[src/rtl/sar_pkg.sv]
package sar_pkg;

  typedef enum logic [0:0] {
    SAR_IDLE = 1'b0,
    SAR_CONV = 1'b1
  } sar_state_e;

endpackage

[src/rtl/sar_step_ctrl.sv]
module sar_step_ctrl
  import sar_pkg::*;
#(
  parameter int WIDTH = 8,
  localparam int IDX_W = (WIDTH > 1) ? $clog2(WIDTH) : 1
) (
  input  logic             clk,
  input  logic             rst,
  input  logic             start_i,
  output logic             launch_o,
  output logic             finish_o,
  output logic [WIDTH-1:0] bit_sel_o,
  output logic             busy_o
);

  localparam logic [IDX_W-1:0] TOP_IDX = IDX_W'(WIDTH - 1);

  sar_state_e       state_q;
  logic [IDX_W-1:0] idx_q;
  logic             stepping;

  assign stepping = (state_q == SAR_CONV);
  assign launch_o = (state_q == SAR_IDLE) && start_i;
  assign finish_o = stepping && (idx_q == '0);
  assign busy_o   = stepping;

  always_ff @(posedge clk) begin
    if (rst) begin
      state_q <= SAR_IDLE;
      idx_q   <= '0;
    end else begin
      case (state_q)
        SAR_IDLE: begin
          if (start_i) begin
            state_q <= SAR_CONV;
            idx_q   <= TOP_IDX;
          end
        end
        SAR_CONV: begin
          if (idx_q == '0) begin
            state_q <= SAR_IDLE;
          end else begin
            idx_q <= idx_q - 1'b1;
          end
        end
        default: state_q <= SAR_IDLE;
      endcase
    end
  end

  for (genvar i = 0; i < WIDTH; i++) begin : g_sel
    assign bit_sel_o[i] = stepping && (idx_q == IDX_W'(i));
  end

endmodule

[src/rtl/sar_trial_reg.sv]
module sar_trial_reg #(
  parameter int WIDTH = 8
) (
  input  logic             clk,
  input  logic             rst,
  input  logic             launch_i,
  input  logic [WIDTH-1:0] bit_sel_i,
  input  logic             cmp_above_i,
  output logic [WIDTH-1:0] trial_o
);

  for (genvar i = 0; i < WIDTH; i++) begin : g_bit
    if (i == WIDTH - 1) begin : g_top
      always_ff @(posedge clk) begin
        if (rst)               trial_o[i] <= 1'b0;
        else if (launch_i)     trial_o[i] <= 1'b1;
        else if (bit_sel_i[i]) trial_o[i] <= cmp_above_i;
      end
    end else begin : g_low
      always_ff @(posedge clk) begin
        if (rst)                   trial_o[i] <= 1'b0;
        else if (launch_i)         trial_o[i] <= 1'b0;
        else if (bit_sel_i[i])     trial_o[i] <= cmp_above_i;
        else if (bit_sel_i[i + 1]) trial_o[i] <= 1'b1;
      end
    end
  end

endmodule

[src/rtl/sar_result_reg.sv]
module sar_result_reg #(
  parameter int WIDTH = 8
) (
  input  logic             clk,
  input  logic             rst,
  input  logic             finish_i,
  input  logic [WIDTH-1:0] trial_i,
  input  logic             cmp_above_i,
  output logic [WIDTH-1:0] result_o,
  output logic             done_o
);

  logic [WIDTH-1:0] final_code;

  if (WIDTH > 1) begin : g_wide
    assign final_code = {trial_i[WIDTH-1:1], cmp_above_i};
  end else begin : g_narrow
    assign final_code = cmp_above_i;
  end

  always_ff @(posedge clk) begin
    if (rst) begin
      result_o <= '0;
      done_o   <= 1'b0;
    end else begin
      done_o <= finish_i;
      if (finish_i) result_o <= final_code;
    end
  end

endmodule

[src/rtl/sar_adc_ctrl.sv]
module sar_adc_ctrl #(
  parameter int WIDTH = 8
) (
  input  logic             clk,
  input  logic             rst,
  input  logic             start_i,
  input  logic             cmp_above_i,
  output logic [WIDTH-1:0] dac_code_o,
  output logic             hold_o,
  output logic             busy_o,
  output logic             done_o,
  output logic [WIDTH-1:0] result_o
);

  logic             launch;
  logic             finish;
  logic [WIDTH-1:0] bit_sel;
  logic             hold_q;

  sar_step_ctrl #(.WIDTH(WIDTH)) u_ctrl (
    .clk       (clk),
    .rst       (rst),
    .start_i   (start_i),
    .launch_o  (launch),
    .finish_o  (finish),
    .bit_sel_o (bit_sel),
    .busy_o    (busy_o)
  );

  sar_trial_reg #(.WIDTH(WIDTH)) u_trial (
    .clk         (clk),
    .rst         (rst),
    .launch_i    (launch),
    .bit_sel_i   (bit_sel),
    .cmp_above_i (cmp_above_i),
    .trial_o     (dac_code_o)
  );

  sar_result_reg #(.WIDTH(WIDTH)) u_result (
    .clk         (clk),
    .rst         (rst),
    .finish_i    (finish),
    .trial_i     (dac_code_o),
    .cmp_above_i (cmp_above_i),
    .result_o    (result_o),
    .done_o      (done_o)
  );

  always_ff @(posedge clk) begin
    if (rst)         hold_q <= 1'b0;
    else if (launch) hold_q <= 1'b1;
    else if (finish) hold_q <= 1'b0;
  end

  assign hold_o = hold_q;

endmodule

[config.mk]
export PLATFORM = sky130hd
export DESIGN_NAME = sar_adc_ctrl
export DESIGN_NICKNAME = d
export VERILOG_FILES = /design/src/rtl/sar_pkg.sv /design/src/rtl/sar_step_ctrl.sv /design/src/rtl/sar_trial_reg.sv /design/src/rtl/sar_result_reg.sv /design/src/rtl/sar_adc_ctrl.sv
export SDC_FILE = /design/constraint.sdc
export NUM_CORES = 1
export LEC_CHECK = 0
export ABC_AREA = 1
export CAP_MARGIN = 20
export CORE_MARGIN = 4
export CORE_UTILIZATION = 50
export DETAILED_ROUTE_END_ITERATION = 12
export DONT_BUFFER_PORTS = 1
export GPL_ROUTABILITY_DRIVEN = 0
export GPL_TIMING_DRIVEN = 0
export HOLD_SLACK_MARGIN = 0.15
export SLEW_MARGIN = 10
export SYNTH_ARGS = -nofsm -noshare
export SYNTH_HDL_FRONTEND = slang
export SYNTH_SLANG_ARGS = --single-unit
[constraint.sdc]
create_clock -name clk -period 3.7 [get_ports clk]
set_input_delay 0.555 -clock clk [delete_from_list [all_inputs] [get_ports clk]]
set_output_delay 0.555 -clock clk [all_outputs]
set_load 0.01 [all_outputs]
==> flow_metrics.py <==
metrics = {
    "run_status": {
        "outcome": "finished clean",
    },
    "die": {
        "die_area_um2": 2710,
        "pin_count": 23,
        "fp.dieH_um": 52.0,
        "core_um2": 1780,
        "die_w_um": 52.0,
        "start_util_pct": 54.3,
        "num_rows": 15,
    },
    "pwr": {
        "ir_drop_mv": 0.227,
        "power.density_nw_per_um2": 489,
        "power.leakage_nw": 0.519,
    },
    "placement": {
        "dp_hpwl_um": 1450,
        "place_inst": 161,
        "io_buffers": 0,
        "pre_cts_ws_ns": 2.32,
        "placedInstanceArea_um2": 1000,
    },
    "yosys": {
        "ys_types": 17,
        "synth_area_leaders": "dfxtp_1 (45%), nand2_1 (16%), nand3_1 (7.2%)",
        "synth_seq_cells": 22,
        "netlist_area_um2": 968,
        "postSynthCellCount": 136,
        "ys.warnings.count": 0,
        "avgSynthCellArea_um2": 7.12,
        "yosysMostFrequentCell": "nand2_1",
        "synthTopCellsByCount": "nand2_1 (42), dfxtp_1 (22), nor2_1 (18), inv_1 (14), nand3_1 (14)",
        "async_flop_share_pct": 0,
        "yosys.area.top_type": "dfxtp_1",
        "synth_top_flop_cell": "dfxtp_1",
        "netlist.area_leader.share_pct": 45.5,
        "synth_edf_count": 0,
        "yosysSeqAreaShare_pct": 45.5,
        "syn_nets": 145,
    },
    "timing": {
        "tightest_slew_ns": 0.498,
        "slew_headroom_pct": 66.8,
        "worst_clock_skew_ns": 0.00775,
        "maxClockFrequency_mhz": 707,
        "setup_viol": 0,
        "grt_setup_unrepaired": "no",
        "fin_setup_tns_ns": 0,
        "finalHoldViolCount": 0,
        "final_max_slew_viol_count": 0,
        "layout_min_cycle_time_ns": 1.41,
        "fin_ws_ns": 2.29,
        "fin_crit_sh_pct": 38.2,
    },
    "clocking": {
        "clk_latency_ns": 0.31,
        "h-tree-depth": 1,
        "cts_hold_buf": 0,
        "clock_sinks": 22,
        "cts_resized": 0,
        "clkTransAtPathRegs_ns": 0.13,
        "cts_tree": "done",
        "clock_path_buffers": 2,
        "cts_buffers": 3,
        "cts-root-buf": "clkbuf_4",
        "postCtsSetupRepairBufs": 0,
    },
    "cells_and_area": {
        "n_antenna_cell": 0,
        "syn_to_final_growth_pct": 8.66,
        "fillerInstances": 179,
        "fin_util_pct": 59.0,
        "layout.nets": 150,
        "fin_area_um2": 1050,
        "instances_no_fill": 165,
        "drive_gt1_share_pct": 7.86,
    },
    "routing": {
        "routed_wl_um": 1960,
        "first_pass_iters": 4,
        "drt_iter0_markers": 19,
        "ant_nets": 0,
        "vias_per_cell": 4.99,
        "wl_per_cell_um": 11.9,
        "route.detailed.drc": 0,
        "num_vias": 824,
    },
    "setup_path": {
        "cpMostUsedCell": "nand2_1",
        "cp_max_fo": 8,
        "cp.arrival_ns": 1.67,
        "max_stage_delay_ns": 0.37,
        "slowest_stage": "dfxtp_1",
        "path_cells": "inv_1, ha_1, nand3_2, nor2_2, nand2_1, nand2_1",
        "cp.required_ns": 3.96,
        "endpoint_kind": "flip-flop",
        "start_kind": "flip-flop",
        "crit_type": "flip-flop to flip-flop",
    },
    "grt": {
        "grt_pass1_wl_um": 3350,
        "groute.usage.overall_pct": 17.0,
        "overflow": 0,
        "grt_pass1_vias": 776,
        "antenna_found_initial": 0,
        "grt_max_degree": 14,
    },
    "min_path": {
        "hold_class": "input port to flip-flop",
    },
    "job": {
        "drv_cap": 0,
    },
}
critical path, delay by kind of cell, from the launching register on:
kind / cells / cell delay, ns
AND/OR/NAND/NOR: 4 / 0.65
flip-flops: 1 / 0.37
adder cells (fa/ha/maj): 1 / 0.22
buffers and inverters: 1 / 0.12
metrics by stage:
stage,total power [W],hold slack (ns)
detailed placement,0.000338,0.504
floorplan,0.000322,0.477
global placement,0.000336,0.493
global route,0.000544,0.275
finish,0.000515,0.293
CTS,0.000521,0.283
flip-flops by register name, indices dropped and copies added (netlist names):
| register | count |
|---|---|
| u_ctrl.idx_q | 3 |
| u_trial.trial_o | 8 |
| hold_o | 1 |
| u_result.done_o | 1 |
| u_ctrl.busy_o | 1 |
| u_result.result_o | 8 |
worst paths after layout:
path	startpoint	to	slack (ns)	cells past startpoint
max	u_ctrl.idx_q[0]	u_result.result_o[6]	2.29	6
min	rst	u_result.result_o[0]	0.29	1
max reg2reg	u_ctrl.idx_q[0]	u_result.result_o[6]	2.29	6
min reg2reg	u_trial.trial_o[3]	u_result.result_o[3]	0.51	2
per-layer routing:
layer	wire length [um]	global-route usage, %	vias to the layer above
met5	0	0	-
met4	33	9.17	0
met3	134	4.30	4
met2	866	28.5	24
met1	929	19.6	367
li1	-	-	429
where the power goes:
part / switching [W] / internal (W)
combinational: 0.0000431 / 0.0000236
sequential: 0.0000158 / 0.000250
clock: 0.0000733 / 0.000109
total: 0.000132 / 0.000383
cell usage in the layout, fill, tap and decap left out:
master     netlist  final
a21oi_1          5      5
buf_4            2      2
bufinv_16        0      1
clkbuf_1         1      1
clkbuf_4         0      3
dfxtp_1         22     22
ha_1             5      5
inv_1           14     14
inv_2            2      2
nand2_1         42     42
nand3_1         14     14
nand3_2          1      1
nand4_1          1      1
nor2_1          18     18
nor2_2           1      1
nor3_1           3      3
o21ai_0          3      3
o21bai_1         1      1
or2_2            1      1
cell type report:
type                            instances  area, um^2  area share, %
Clock inverter                          1        30.0           2.85
Clock buffer                            3        22.5           2.14
Inverter                               16        60.1           5.71
Buffer                                  3        18.8           1.78
Multi-Input combinational cell         95         449           42.7
Tap cell                               25        31.3           2.97
Sequential cell                        22         440           41.9
cells by family after synthesis:
| family | after synthesis | share of synthesized area [%] |
|---|---|---|
| buffers and inverters | 19 | 8.14 |
| AOI/OAI and AO/OA | 9 | 4.91 |
| adders and majority gates | 5 | 6.46 |
| and+or+nand+nor | 81 | 35.0 |
| DFF | 22 | 45.5 |
Note: power is estimated with default switching activity, not from simulation.
